<file path="config.mk">
export PLATFORM = sky130hd
export DESIGN_NAME = plcfg_bringup_seq
export DESIGN_NICKNAME = d
export VERILOG_FILES = /design/src/rtl/plcfg_pkg.sv /design/src/rtl/plcfg_poll_timer.sv /design/src/rtl/plcfg_drive_regs.sv /design/src/rtl/plcfg_bringup_seq.sv
export SDC_FILE = /design/constraint.sdc
export NUM_CORES = 1
export LEC_CHECK = 0
export BUFFER_PORTS_ARGS = -buffer_cell sky130_fd_sc_hd__buf_2
export CAP_MARGIN = 20
export CORE_UTILIZATION = 35
export CTS_CLUSTER_DIAMETER = 50
export DETAILED_ROUTE_END_ITERATION = 8
export PLACE_DENSITY = 0.55
export SLEW_MARGIN = 15
export SYNTH_ARGS = -nofsm -noshare
export SYNTH_HDL_FRONTEND = slang
export SYNTH_SLANG_ARGS = --single-unit
</file>
<file path="constraint.sdc">
create_clock -name clk -period 4.1 [get_ports clk]
set_clock_uncertainty 0.1 [all_clocks]
set_input_delay 0.41 -clock clk [delete_from_list [all_inputs] [get_ports clk]]
set_output_delay 0.41 -clock clk [all_outputs]
set_load 0.005 [all_outputs]
</file>
<file path="src/rtl/plcfg_pkg.sv">
`timescale 1ns/1ps
package plcfg_pkg;

    localparam int WORD_W = 4;
    typedef logic [WORD_W-1:0] word_t;

    // Fixed fabric codes
    localparam word_t RST_ALL   = 4'hF;  // every fabric reset asserted
    localparam word_t RST_NONE  = 4'h0;  // every fabric reset released
    localparam word_t LS_OFF    = 4'h0;  // all shifters closed
    localparam word_t LS_TO_FAB = 4'hA;  // processor-to-fabric only
    localparam word_t LS_BOTH   = 4'hF;  // both directions open

    typedef enum logic [3:0] {
        S_IDLE,
        S_RST_ALL,
        S_LS_OFF,
        S_LS_DOWN,
        S_W_HI1,
        S_W_LO,
        S_W_HI2,
        S_READY,
        S_W_DONE,
        S_REL_LS,
        S_REL_RST,
        S_ERROR
    } state_t;

    typedef struct packed {
        word_t fab_rst;
        word_t lvl_en;
        logic  prog_n;
    } drive_t;

    function automatic logic is_wait(state_t s);
        return (s == S_W_HI1) || (s == S_W_LO) || (s == S_W_HI2) || (s == S_W_DONE);
    endfunction

    function automatic logic is_busy(state_t s);
        return !((s == S_IDLE) || (s == S_READY) || (s == S_ERROR));
    endfunction

    // Level a wait state is looking for
    function automatic logic await_level(state_t s);
        return (s != S_W_LO);
    endfunction

    // Successor of a wait state once its level is seen
    function automatic state_t wait_exit(state_t s, logic part);
        case (s)
            S_W_HI1: return S_W_LO;
            S_W_LO:  return S_W_HI2;
            S_W_HI2: return S_READY;
            default: return part ? S_IDLE : S_REL_LS;
        endcase
    endfunction

endpackage

</file>
<file path="src/rtl/plcfg_poll_timer.sv">
`timescale 1ns/1ps
module plcfg_poll_timer #(
    parameter int POLL_CYCLES    = 2000,
    parameter int TIMEOUT_CYCLES = 250_000_000
) (
    input  logic clk,
    input  logic rst,
    input  logic restart,
    input  logic run,
    output logic poll_tick,
    output logic expired
);
    localparam int PW = $clog2(POLL_CYCLES + 1);
    localparam int TW = $clog2(TIMEOUT_CYCLES + 1);
    localparam logic [PW-1:0] POLL_LAST = PW'(POLL_CYCLES - 1);
    localparam logic [TW-1:0] TMO_LAST  = TW'(TIMEOUT_CYCLES - 1);

    logic [PW-1:0] poll_cnt;
    logic [TW-1:0] tmo_cnt;

    assign poll_tick = run && (poll_cnt == POLL_LAST);
    assign expired   = run && (tmo_cnt == TMO_LAST);

    always_ff @(posedge clk) begin
        if (rst || restart || !run) begin
            poll_cnt <= '0;
            tmo_cnt  <= '0;
        end else begin
            poll_cnt <= poll_tick ? '0 : poll_cnt + 1'b1;
            if (!expired)
                tmo_cnt <= tmo_cnt + 1'b1;
        end
    end

    AST_POLL_RANGE: assert property (@(posedge clk) disable iff (rst)
        poll_cnt <= POLL_LAST);
    AST_TICK_RESTARTS: assert property (@(posedge clk) disable iff (rst)
        (poll_tick && !restart && run) |=> (poll_cnt == '0));
    AST_TMO_RANGE: assert property (@(posedge clk) disable iff (rst)
        tmo_cnt <= TMO_LAST);

endmodule

</file>
<file path="src/rtl/plcfg_drive_regs.sv">
`timescale 1ns/1ps
module plcfg_drive_regs
    import plcfg_pkg::*;
(
    input  logic   clk,
    input  logic   rst,
    input  logic   adv,
    input  state_t nxt,
    output drive_t drv
);
    always_ff @(posedge clk) begin
        if (rst) begin
            drv.fab_rst <= RST_NONE;
            drv.lvl_en  <= LS_OFF;
            drv.prog_n  <= 1'b1;
        end else if (adv) begin
            case (nxt)
                S_RST_ALL: drv.fab_rst <= RST_ALL;
                S_LS_OFF:  drv.lvl_en  <= LS_OFF;
                S_LS_DOWN: drv.lvl_en  <= LS_TO_FAB;
                S_W_HI1:   drv.prog_n  <= 1'b1;
                S_W_LO:    drv.prog_n  <= 1'b0;
                S_W_HI2:   drv.prog_n  <= 1'b1;
                S_REL_LS:  drv.lvl_en  <= LS_BOTH;
                S_REL_RST: drv.fab_rst <= RST_NONE;
                default: ;
            endcase
        end
    end

    AST_STROBE_ONLY_WITH_SHIFT: assert property (@(posedge clk) disable iff (rst)
        $fell(drv.prog_n) |-> (drv.lvl_en == LS_TO_FAB) && (drv.fab_rst == RST_ALL));

endmodule

</file>
<file path="src/rtl/plcfg_bringup_seq.sv">
`timescale 1ns/1ps
module plcfg_bringup_seq
    import plcfg_pkg::*;
#(
    parameter int POLL_CYCLES    = 2000,        // 20 us at 100 MHz
    parameter int TIMEOUT_CYCLES = 250_000_000  // 2.5 s at 100 MHz
) (
    input  logic       clk,
    input  logic       rst,
    input  logic       start_i,
    input  logic       finish_i,
    input  logic       partial_i,
    input  logic       init_i,
    input  logic       cfg_done_i,
    output logic [3:0] fab_rst_o,
    output logic [3:0] lvl_en_o,
    output logic       prog_n_o,
    output logic       busy_o,
    output logic       ready_o,
    output logic       done_o,
    output logic       timeout_o
);
    state_t state_q, state_d;
    logic   partial_q;
    logic   done_q;
    logic   poll_tick, expired;
    logic   sample;
    logic   accept_start;
    drive_t drv;

    assign sample       = (state_q == S_W_DONE) ? cfg_done_i : init_i;
    assign accept_start = start_i && ((state_q == S_IDLE) || (state_q == S_ERROR));

    always_comb begin
        state_d = state_q;
        case (state_q)
            S_IDLE, S_ERROR:
                if (start_i) state_d = partial_i ? S_READY : S_RST_ALL;
            S_RST_ALL: state_d = S_LS_OFF;
            S_LS_OFF:  state_d = S_LS_DOWN;
            S_LS_DOWN: state_d = S_W_HI1;
            S_W_HI1, S_W_LO, S_W_HI2, S_W_DONE: begin
                if (poll_tick && (sample == await_level(state_q)))
                    state_d = wait_exit(state_q, partial_q);
                else if (expired)
                    state_d = S_ERROR;
            end
            S_READY:   if (finish_i) state_d = S_W_DONE;
            S_REL_LS:  state_d = S_REL_RST;
            S_REL_RST: state_d = S_IDLE;
            default:   state_d = S_IDLE;
        endcase
    end

    always_ff @(posedge clk) begin
        if (rst) begin
            state_q   <= S_IDLE;
            partial_q <= 1'b0;
            done_q    <= 1'b0;
        end else begin
            state_q <= state_d;
            if (accept_start)
                partial_q <= partial_i;
            done_q <= (state_d == S_IDLE) && (state_q != S_IDLE);
        end
    end

    plcfg_poll_timer #(
        .POLL_CYCLES   (POLL_CYCLES),
        .TIMEOUT_CYCLES(TIMEOUT_CYCLES)
    ) u_timer (
        .clk      (clk),
        .rst      (rst),
        .restart  (state_d != state_q),
        .run      (is_wait(state_q)),
        .poll_tick(poll_tick),
        .expired  (expired)
    );

    plcfg_drive_regs u_drive (
        .clk(clk),
        .rst(rst),
        .adv(state_d != state_q),
        .nxt(state_d),
        .drv(drv)
    );

    assign fab_rst_o = drv.fab_rst;
    assign lvl_en_o  = drv.lvl_en;
    assign prog_n_o  = drv.prog_n;
    assign busy_o    = is_busy(state_q);
    assign ready_o   = (state_q == S_READY);
    assign timeout_o = (state_q == S_ERROR);
    assign done_o    = done_q;

    AST_FULL_START: assert property (@(posedge clk) disable iff (rst)
        (!busy_o && !ready_o && start_i && !partial_i) |=> (fab_rst_o == RST_ALL) && busy_o);
    AST_SHIFT_ORDER: assert property (@(posedge clk) disable iff (rst)
        ((lvl_en_o == LS_TO_FAB) && ($past(lvl_en_o) != LS_TO_FAB))
            |-> ($past(lvl_en_o) == LS_OFF) && (fab_rst_o == RST_ALL));
    AST_STROBE_FOLLOWS_INIT: assert property (@(posedge clk) disable iff (rst)
        $fell(prog_n_o) |-> $past(init_i));
    AST_TIMEOUT_FROM_WAIT: assert property (@(posedge clk) disable iff (rst)
        $rose(timeout_o) |-> $past(busy_o));
    AST_PARTIAL_KEEP: assert property (@(posedge clk) disable iff (rst)
        (!busy_o && !ready_o && start_i && partial_i)
            |=> ready_o && $stable(fab_rst_o) && $stable(lvl_en_o) && $stable(prog_n_o));
    AST_RELEASE_ORDER: assert property (@(posedge clk) disable iff (rst)
        ((fab_rst_o == RST_NONE) && ($past(fab_rst_o) != RST_NONE)) |-> (lvl_en_o == LS_BOTH));
    AST_DONE_PULSE: assert property (@(posedge clk) disable iff (rst)
        done_o |=> !done_o);
    AST_ERROR_HOLD: assert property (@(posedge clk) disable iff (rst)
        (timeout_o && !start_i)
            |=> timeout_o && $stable(fab_rst_o) && $stable(lvl_en_o) && $stable(prog_n_o));
    AST_FINISH_IGNORED: assert property (@(posedge clk) disable iff (rst)
        (!busy_o && !ready_o && !timeout_o && !start_i && finish_i) |=> !busy_o);

endmodule

</file>
==> results of run 1 <==
-- final cells by class --
| class | instances | area share |
|---|---|---|
| inverters | 9 | 0.0112 |
| clock buffers | 6 | 0.0274 |
| repair buffers | 21 | 0.0365 |
| multi-input cells | 254 | 0.553 |
| well taps | 102 | 0.0423 |
| clock inverters | 2 | 0.00456 |
| flip-flops and latches | 49 | 0.325 |
-- layout by cell type, fill, tap and decap left out, types with 4 or more instances in the layout --
master / count
sky130_fd_sc_hd__nor4_1: 6
sky130_fd_sc_hd__nor2b_1: 4
sky130_fd_sc_hd__nand3_1: 16
sky130_fd_sc_hd__and4_1: 4
sky130_fd_sc_hd__o211ai_1: 4
sky130_fd_sc_hd__and2_1: 7
sky130_fd_sc_hd__dfxtp_1: 49
sky130_fd_sc_hd__nand2b_1: 6
sky130_fd_sc_hd__a31oi_1: 4
sky130_fd_sc_hd__xor2_1: 21
sky130_fd_sc_hd__nand4_1: 14
sky130_fd_sc_hd__nand2_1: 20
sky130_fd_sc_hd__clkbuf_8: 6
sky130_fd_sc_hd__inv_1: 9
sky130_fd_sc_hd__xnor2_1: 17
sky130_fd_sc_hd__nor3_1: 15
sky130_fd_sc_hd__buf_2: 19
sky130_fd_sc_hd__nor2_1: 53
sky130_fd_sc_hd__or4b_4: 4
sky130_fd_sc_hd__and3_1: 5
sky130_fd_sc_hd__a21oi_1: 7
-- worst paths after layout --
check                       from                  end  depth (start not counted)
max                   state_q[1]   u_timer.tmo_cnt[1]                          6
min                          rst            partial_q                          2
max reg2reg           state_q[1]   u_timer.tmo_cnt[1]                          6
min reg2reg  u_timer.poll_cnt[0]  u_timer.poll_cnt[0]                          1
-- power breakdown --
part | leakage [nW] | internal [W] | switching [W] | total [W]
Sequential | 0.396 | 0.000496 | 0.0000441 | 0.000540
Clock | 0.0512 | 0.000137 | 0.000164 | 0.000301
Combinational | 0.542 | 0.0000893 | 0.000117 | 0.000206
-- synthesized netlist by cell type (5+ instances only) --
| master | n |
|---|---|
| sky130_fd_sc_hd__nor2_1 | 53 |
| sky130_fd_sc_hd__dfxtp_1 | 49 |
| sky130_fd_sc_hd__xor2_1 | 21 |
| sky130_fd_sc_hd__nand2_1 | 20 |
| sky130_fd_sc_hd__xnor2_1 | 17 |
| sky130_fd_sc_hd__nand3_1 | 16 |
| sky130_fd_sc_hd__nor3_1 | 15 |
| sky130_fd_sc_hd__nand4_1 | 14 |
| sky130_fd_sc_hd__inv_1 | 9 |
| sky130_fd_sc_hd__a21oi_1 | 7 |
| sky130_fd_sc_hd__and2_1 | 7 |
| sky130_fd_sc_hd__buf_4 | 7 |
| sky130_fd_sc_hd__clkbuf_1 | 7 |
| sky130_fd_sc_hd__nand2b_1 | 6 |
| sky130_fd_sc_hd__nor4_1 | 6 |
| sky130_fd_sc_hd__and3_1 | 5 |
-- kinds of logic after synthesis --
kind of cell    count (synthesis)  share of synthesized area
simple gates                  172                      0.340
flops                          49                      0.350
compound gates                 41                      0.123
xor+xnor                       38                      0.119
buf+inv                        30                     0.0541
fa+ha+maj                       2                    0.00894
mux                             1                    0.00491
-- per-stage QoR --
stage                     cells  total power (W)
after floorplan             333         0.000714
after global placement      435         0.000755
after detailed placement    435         0.000755
after CTS                   443          0.00106
after global routing        443          0.00111
final                       443          0.00105
-- registers in the layout, summed over array words and instances, names as in the netlist --
signal,count
done_o,1
u_timer.poll_cnt,11
state_q,4
u_drive.drv,4
u_timer.tmo_cnt,28
partial_q,1
-- layer usage --
metal | share of wire | GRT usage
met1 | 0.52 | 0.200
met4 | 0.011 | 0.0437
met5 | 0 | 0
met3 | 0.030 | 0.0285
met2 | 0.44 | 0.246
==> out/metrics.csv, run 1 <==
stage,metric,value,unit
status,status,"finished, final reports clean",
critical_path,end_kind,register,
critical_path,path_class,reg2reg,
synth,yosys_most_used_dff,sky130_fd_sc_hd__dfxtp_1,
critical_path,critPathLaunchType,register,
critical_path,arrival,3.05,ns
placement,hpwl,4180,µm
global_routing,gr-total-overflow,0,
run,cap_viol_max_count,0,
timing,setup-violations-final,0,
cells_and_area,area.growth.synth_to_final,7.73,%
placement,numPortBuffers,19,
cts,clk_latency,0.31,ns
cts,clkTransAtPathRegs,0.10,ns
synth,synth.area.top_cells,"sky130_fd_sc_hd__dfxtp_1 (35%), sky130_fd_sc_hd__nor2_1 (7.1%), sky130_fd_sc_hd__xor2_1 (6.6%)",
timing,final.period_utilization,0.715,
cells_and_area,antennaDiodeCount,0,
timing,fmaxAchievable,0.341,GHz
critical_path,critPathMaxFanout,28,
cells_and_area,fillers,792,
critical_path,critPathRequiredTime,4.22,ns
cts,cts-root-to-sink-buffers,2,
detailed_routing,avgRoutedWirePerCell,13.4,µm
cts,clock_sink_count,49,
placement,preCtsSetupSlack,1.17,ns
timing,timing.max_slew.rel_slack,0.497,
die,placementRows,32,
synth,synth-edff-count,0,
die,io-pin-count,20,
placement,place.gp.congestion,0.775,
timing,rsz0062_at_grt,no,
die,core_region_area,7730,µm²
critical_path,crit_buf_inv,0,
cells_and_area,seq_area,981,µm²
global_routing,grt_first_pass_wirelength,10200,µm
global_routing,antenna_found_initial,0,
detailed_routing,drc_errors,0,
detailed_routing,drt_iter0_markers,124,
critical_path,slowest_delay,0.64,ns
synth,synth_area_leader_cell,sky130_fd_sc_hd__dfxtp_1,
cells_and_area,layout-drive-gt1-share,0.138,
critical_path,timing.critical_path.max_delay_family,simple AND/OR/NAND/NOR gates,
detailed_routing,drt_pre_antenna_iters,4,
cts,holdBufCountCts,0,
timing,tightest_slew,0.755,ns
power_and_ir_drop,power.density,347,nW/µm²
cts,cts_inserted_buffers,5,
detailed_routing,drt-vias-per-instance,5.25,
timing,timing.final.crit_period,2.93,ns
detailed_routing,routed-via-count,2325,
cells_and_area,stdcell_area,3020,µm²
cts,cts_tree,yes,
synth,synth_seq_area_share,0.350,
detailed_routing,totalWireLength,5930,µm
critical_path,worst_path_max_delay_cell,sky130_fd_sc_hd__or4b_4,
synth,syn_area,2800,µm²
die,die_area,8360,µm²
placement,place_area,2920,µm²
synth,post-synth-top-area-fraction,0.350,
synth,synth_fp_nets,342,
timing,finalHoldViolCount,0,
synth,netlist_instances,333,
synth,ys_async_sr_fraction,0,
detailed_routing,ant_nets,0,
die,floorplan.die.width,91.4,µm
timing,finalWorstSetupSlack,1.17,ns
cells_and_area,fin_util,0.390,
cts,cts_max_level,2,
worst_hold_path,worstHoldPathType,in2reg,
die,initial_utilization,0.362,
cts,cts-resized-gates,0,
timing,timing.final.max_slew_violations,0,
cells_and_area,final_nets,349,
synth,postSynthAreaPerCell,8.41,µm²
timing,fin_hold_ws,0.290,ns
synth,synth_seq_cells,49,
cells_and_area,multi_input_comb_area,1670,µm²
synth,post_synth_num_cell_types,60,
power_and_ir_drop,ir_worst_vdd,0.000115,V
die,fp.dieH,91.4,µm
critical_path,ff2ff_setup_slack,1.17,ns
global_routing,grt.total_usage,0.150,
global_routing,first_global_vias,2157,
critical_path,worstPathCellList,"or4b_4, o211a_4, nor3_2, mux2i_2, nand3_2, a21oi_1",
cts,cts_setup_buffers,0,
synth,synth_warnings,0,
timing,totalNegativeSetupSlack,0,ns
global_routing,maximum_number_of_pins_on_one_net_before_global_route_repair,29,
cts,cts-root-buf,sky130_fd_sc_hd__clkbuf_8,
power_and_ir_drop,total_leakage_power,0.989,nW
Power figures use the tool's default switching activity.
==> run 2: changes to the inputs <==
==> constraint.sdc (replaced) <==
create_clock -name clk -period 2.8 [get_ports clk]
set_clock_uncertainty 0.1 [all_clocks]
set_input_delay 0.28 -clock clk [delete_from_list [all_inputs] [get_ports clk]]
set_output_delay 0.28 -clock clk [all_outputs]
set_load 0.005 [all_outputs]
==> run 2 against run 1 <==
  * Sequential share of layout area decreased by 0.99 points
  * Sequential power increased by 41%
  * Maximum frequency increased by 14%
  * Largest cell class unchanged
  * Non-clock buffer count increased by 10
  * Final cell count increased by 2.3%
  * Critical path type unchanged
  * Global-route usage increased by 0.72 points
==> out/metrics.csv, run 2 (synthesized netlist as in run 1, its figures left out) <==
stage,metric,value,unit,change
status,status,"finished, final reports clean",,
timing,setup-violations-final,0,,unchanged
run,cap_viol_max_count,0,,unchanged
cts,cts-resized-gates,0,,unchanged
placement,hpwl,4430,µm,+6.0%
placement,numPortBuffers,19,,unchanged
cells_and_area,layout-drive-gt1-share,0.160,,+0.0217
critical_path,ff2ff_setup_slack,0.22,ns,-0.95 ns
cells_and_area,antennaDiodeCount,0,,unchanged
cts,cts-root-buf,sky130_fd_sc_hd__clkbuf_8,,
cts,clock_sink_count,49,,unchanged
critical_path,critPathRequiredTime,2.89,ns,-1.33 ns
critical_path,arrival,2.67,ns,-0.38 ns
die,fp.dieH,91.4,µm,unchanged
die,floorplan.die.width,91.4,µm,unchanged
timing,timing.final.crit_period,2.58,ns,-0.350 ns
detailed_routing,routed-via-count,2355,,+1.3%
timing,final.period_utilization,0.922,,+0.207
placement,preCtsSetupSlack,0.253,ns,-0.922 ns
critical_path,end_kind,register,,
cts,cts_inserted_buffers,5,,unchanged
cells_and_area,fin_util,0.403,,+0.0123
die,placementRows,32,,unchanged
cts,cts_setup_buffers,0,,unchanged
timing,fmaxAchievable,0.387,GHz,+14%
critical_path,worst_path_max_delay_cell,sky130_fd_sc_hd__or4b_4,,
detailed_routing,drt-vias-per-instance,5.20,,-0.95%
worst_hold_path,worstHoldPathType,in2reg,,
cells_and_area,final_nets,359,,+2.9%
cts,holdBufCountCts,0,,unchanged
power_and_ir_drop,power.density,528,nW/µm²,+52%
cells_and_area,mostFrequentLayoutCells,"sky130_fd_sc_hd__nor2_1 (53), sky130_fd_sc_hd__dfxtp_1 (49), sky130_fd_sc_hd__xor2_1 (21)",,
critical_path,critPathLaunchType,register,,
global_routing,first_global_vias,2284,,+5.9%
global_routing,gr-total-overflow,0,,unchanged
timing,finalWorstSetupSlack,0.219,ns,-0.950 ns
detailed_routing,drc_errors,0,,unchanged
detailed_routing,ant_nets,0,,unchanged
cells_and_area,regMostFlops,u_timer.tmo_cnt,,
global_routing,grt.total_usage,0.158,,+0.00719
critical_path,critPathMaxFanout,16,,-43%
critical_path,slowest_delay,0.56,ns,-0.08 ns
cells_and_area,commonest_non_fill_non_tap_cell_in_the_layout,sky130_fd_sc_hd__nor2_1,,
timing,finalHoldViolCount,0,,unchanged
die,core_region_area,7730,µm²,unchanged
placement,place.gp.congestion,0.779,,+0.46%
detailed_routing,drt_iter0_markers,100,,-19%
die,initial_utilization,0.362,,unchanged
placement,place_area,3000,µm²,+2.6%
global_routing,maximum_number_of_pins_on_one_net_before_global_route_repair,29,,unchanged
detailed_routing,totalWireLength,6090,µm,+2.7%
cells_and_area,biggestRegsByFlops,"u_timer.tmo_cnt: 28 flops, u_timer.poll_cnt: 11 flops",,
power_and_ir_drop,ir_worst_vdd,0.000219,V,+90%
detailed_routing,avgRoutedWirePerCell,13.4,µm,+0.43%
critical_path,path_class,reg2reg,,
cells_and_area,largest_register_ffs,28,,unchanged
die,io-pin-count,20,,unchanged
die,die_area,8360,µm²,unchanged
timing,timing.final.max_slew_violations,0,,unchanged
power_and_ir_drop,total_leakage_power,1.05,nW,+5.9%
timing,timing.max_slew.rel_slack,0.509,,+0.0125
cells_and_area,area.growth.synth_to_final,11.1,%,
cts,cts_tree,yes,,
cells_and_area,fillers,789,,-0.38%
timing,totalNegativeSetupSlack,0,ns,unchanged
critical_path,worstPathCellList,"or4b_4, nor4_4, a41oi_2, nand4b_1, xor2_1, nor2_1",,
timing,rsz0062_at_grt,no,,
power_and_ir_drop,power,0.00164,W,+57%
cts,clkTransAtPathRegs,0.09,ns,about the same
cts,clk_latency,0.30,ns,about the same
detailed_routing,drt_pre_antenna_iters,4,,unchanged
cells_and_area,stdcell_area,3110,µm²,+3.2%
global_routing,antenna_found_initial,0,,unchanged
timing,tightest_slew,0.736,ns,-0.0188 ns
global_routing,grt_first_pass_wirelength,10700,µm,+5.0%
cts,cts-root-to-sink-buffers,2,,unchanged
cts,cts_max_level,2,,unchanged
[run 2: cell count changes in the layout (fill, tap and decap cells not counted), sizes merged]
| cell | delta |
|---|---|
| bufinv | +1 |
| clkinv | -2 |
| clkbuf | +1 |
| buf | +10 |
[run 2: cell type report]
cell class              instances  area, µm²  share of cell area
clock buffers                   7       86.3              0.0277
clock inverters                 1       30.0             0.00965
inverters                       9       33.8              0.0109
multi-input cells             254       1670               0.536
flip-flops and latches         49        981               0.315
well taps                     102        128              0.0410
repair buffers                 31        185              0.0595
[run 2: worst paths after layout]
path / start / to / cells after the start
setup / recovery: u_timer.tmo_cnt[8] / u_timer.tmo_cnt[19] / 6
hold / removal: rst / state_q[3] / 2
setup reg to reg: u_timer.tmo_cnt[8] / u_timer.tmo_cnt[19] / 6
hold reg to reg: u_timer.poll_cnt[0] / u_timer.poll_cnt[0] / 1
[run 2: stage by stage]
stage / hold WS (ns) / cells
3_5_place_dp: 0.341 / 445
5_1_grt: 0.187 / 453
3_3_place_gp: 0.334 / 445
4_1_cts: 0.176 / 453
6_report: 0.187 / 453
2_1_floorplan: 0.318 / 333
[run 2: where the power goes]
group          total (W)  switching (W)  leakage [nW]  internal (W)
logic           0.000359       0.000206         0.593      0.000153
clock network   0.000523       0.000231        0.0585      0.000291
registers       0.000762      0.0000358         0.396      0.000726
[run 2: per-layer routing]
layer  GRT usage  vias up  wire length [µm]
li1            -     1220                 -
met5           0        -                 0
met1       0.204     1092              3040
met3      0.0318        9               180
met2       0.261       34              2770
met4      0.0489        0                99
[run 2: worst max-delay path, delay by kind of cell, from the launching register on]
family,cells,cell delay (ns)
and+or+nand+nor,4,1.36
AOI/OAI and AO/OA,1,0.48
DFF,1,0.36
xor gates and xnor gates,1,0.17
==> run 3: changes to the inputs <==
--- a/config.mk
+++ b/config.mk
@@ -10,7 +10,8 @@
 export CORE_UTILIZATION = 35
 export CTS_CLUSTER_DIAMETER = 50
 export DETAILED_ROUTE_END_ITERATION = 8
-export PLACE_DENSITY = 0.55
+export GPL_TIMING_DRIVEN = 0
+export PLACE_DENSITY = 0.59
 export SLEW_MARGIN = 15
 export SYNTH_ARGS = -nofsm -noshare
 export SYNTH_HDL_FRONTEND = slang
==> run 3 against run 2 <==
  * First-iteration DRC count is 9.0% higher
  * Wire length up 2.6%
  * Final area decreased by 0.24%
==> out/metrics.csv, run 3 (synthesized netlist as in run 1, its figures left out) <==
stage,metric,value,unit,change
critical_path,timing.critical_path.max_delay_family,simple AND/OR/NAND/NOR gates,,
global_routing,grt_util_met3,0.0209,,-0.0109
cts,cts-resized-gates,0,,unchanged
placement,hpwl,4540,µm,+2.6%
timing,timing.final.max_slew_violations,0,,unchanged
worst_hold_path,min_delay_worst_endpoint,state_q[3],,
die,io-pin-count,20,,unchanged
timing,fmaxAchievable,0.379,GHz,-2.1%
timing,timing.max_slew.rel_slack,0.577,,+0.0677
critical_path,arrival,2.78,ns,+0.11 ns
worst_hold_path,worst_hold_startpoint,rst,,
critical_path,r2r_start,state_q[1],,
critical_path,critPathLaunchType,register,,
cts,holdBufCountCts,0,,unchanged
cells_and_area,antennaDiodeCount,0,,unchanged
cells_and_area,area.growth.synth_to_final,10.9,%,
timing,timing.final.crit_period,2.64,ns,+0.0549 ns
cts,cts_max_level,2,,unchanged
cells_and_area,mostFrequentLayoutCells,"sky130_fd_sc_hd__nor2_1 (53), sky130_fd_sc_hd__dfxtp_1 (49), sky130_fd_sc_hd__buf_2 (22)",,
global_routing,maximum_number_of_pins_on_one_net_before_global_route_repair,16,,-45%
cts,cts-root-to-sink-buffers,2,,unchanged
cells_and_area,largest_register_ffs,28,,unchanged
global_routing,first_global_vias,2189,,-4.2%
global_routing,gr-total-overflow,0,,unchanged
global_routing,globalRouteMet2Util,0.255,,-0.00564
cts,clk_latency,0.30,ns,about the same
critical_path,slowest_delay,0.54,ns,-0.02 ns
global_routing,antenna_found_initial,0,,unchanged
critical_path,worst_path_max_delay_cell,sky130_fd_sc_hd__or4b_4,,
timing,rsz0062_at_grt,no,,
placement,numPortBuffers,18,,-1
cells_and_area,commonest_non_fill_non_tap_cell_in_the_layout,sky130_fd_sc_hd__nor2_1,,
detailed_routing,totalWireLength,6250,µm,+2.6%
die,floorplan.die.width,91.4,µm,unchanged
cells_and_area,layout-drive-gt1-share,0.156,,-0.00356
timing,finalHoldViolCount,0,,unchanged
cells_and_area,regMostFlops,u_timer.tmo_cnt,,
critical_path,critPathMaxFanout,10,,-6
critical_path,path_class,reg2reg,,
critical_path,r2r-end,u_timer.tmo_cnt[7],,
cts,cts-root-buf,sky130_fd_sc_hd__clkbuf_8,,
timing,totalNegativeSetupSlack,0,ns,unchanged
critical_path,worstSetupPathDepth,8,,+2
power_and_ir_drop,total_leakage_power,1.04,nW,-1.0%
timing,finalWorstSetupSlack,0.164,ns,-0.0549 ns
cts,clkTransAtPathRegs,0.10,ns,about the same
placement,place.gp.congestion,0.861,,+10%
timing,setup-violations-final,0,,unchanged
power_and_ir_drop,power.density,503,nW/µm²,-4.8%
placement,preCtsSetupSlack,0.191,ns,-0.0622 ns
status,status,"finished, final reports clean",,
cells_and_area,final_nets,367,,+2.2%
die,die_area,8360,µm²,unchanged
detailed_routing,drt_pre_antenna_iters,4,,unchanged
global_routing,grtUsageMet1,0.211,,+0.00604
die,core_region_area,7730,µm²,unchanged
cts,clock_sink_count,49,,unchanged
worst_hold_path,min_path_cells,2,,unchanged
placement,place_area,3020,µm²,+0.75%
critical_path,reg2reg_depth,8,,+2
critical_path,worstPathCellList,"buf_6, or4b_4, o211a_4, nor3_2, mux2i_2, nand3_2, buf_4, nor2_1",,
detailed_routing,drt-vias-per-instance,5.30,,+2.0%
critical_path,end_kind,register,,
detailed_routing,ant_nets,0,,unchanged
timing,tightest_slew,0.630,ns,-0.106 ns
power_and_ir_drop,ir_worst_vdd,0.000156,V,-29%
cts,cts_inserted_buffers,5,,unchanged
detailed_routing,drt_iter0_markers,109,,+9.0%
detailed_routing,routed-via-count,2445,,+3.8%
run,cap_viol_max_count,0,,unchanged
global_routing,grt_first_pass_wirelength,10700,µm,-0.58%
die,initial_utilization,0.362,,unchanged
cells_and_area,biggestRegsByFlops,"u_timer.tmo_cnt: 28 flops, u_timer.poll_cnt: 11 flops",,
cts,cts_tree,yes,,
global_routing,top_usage_layer,met2,,
die,placementRows,32,,unchanged
critical_path,ff2ff_setup_slack,0.16,ns,-0.05 ns
detailed_routing,avgRoutedWirePerCell,13.5,µm,+0.83%
critical_path,critical_path.startpoint,state_q[1],,
global_routing,grt.total_usage,0.155,,-0.00254
critical_path,crit_buf_inv,2,,+2
worst_hold_path,worstHoldPathType,in2reg,,
timing,final.period_utilization,0.941,,+0.0196
detailed_routing,drc_errors,0,,unchanged
cells_and_area,stdcell_area,3100,µm²,-0.24%
critical_path,critPathRequiredTime,2.95,ns,+0.06 ns
die,fp.dieH,91.4,µm,unchanged
cts,cts_setup_buffers,0,,unchanged
==> run 3: power breakdown <==
part           leakage [nW]  internal, W  switching (W)
sequential            0.396     0.000726      0.0000242
combinational         0.597     0.000168       0.000224
clock                0.0439     0.000173       0.000245
total                  1.04      0.00107       0.000494
==> run 3: per-stage QoR <==
stage | instances | hold WS (ns) | util | power [W]
after floorplan | 333 | 0.318 | - | 0.00104
after global routing | 461 | 0.231 | 0.402 | 0.00165
after detailed placement | 453 | 0.340 | 0.391 | 0.00116
after CTS | 461 | 0.221 | 0.402 | 0.00157
final | 461 | 0.228 | 0.402 | 0.00156
after global placement | 453 | 0.330 | 0.391 | 0.00115
==> run 3: area by class of cell <==
cell class	instances	area, µm²
flip-flops and latches	49	981
well taps	102	128
clock inverters	3	17.5
fillers	796	4620
clock buffers	5	68.8
repair buffers	18	90.1
inverters	9	33.8
plain buffers	21	118
multi-input cells	254	1670
==> run 3: how the worst max path moves through the flow <==
stage | slack, ns | end
floorplan | 0.48 | u_timer.tmo_cnt[25]
global placement | 0.23 | u_timer.tmo_cnt[16]
detailed placement | 0.19 | u_timer.tmo_cnt[22]
CTS | 0.17 | u_timer.tmo_cnt[22]
global route | 0.04 | u_timer.tmo_cnt[26]
finish | 0.16 | u_timer.tmo_cnt[7]
==> run 3: metal layers <==
metal  part of all wire  up-vias
met5                  0        -
met2               0.47       43
met3              0.033        6
met1               0.49     1163
met4              0.011        0
li1                   -     1233
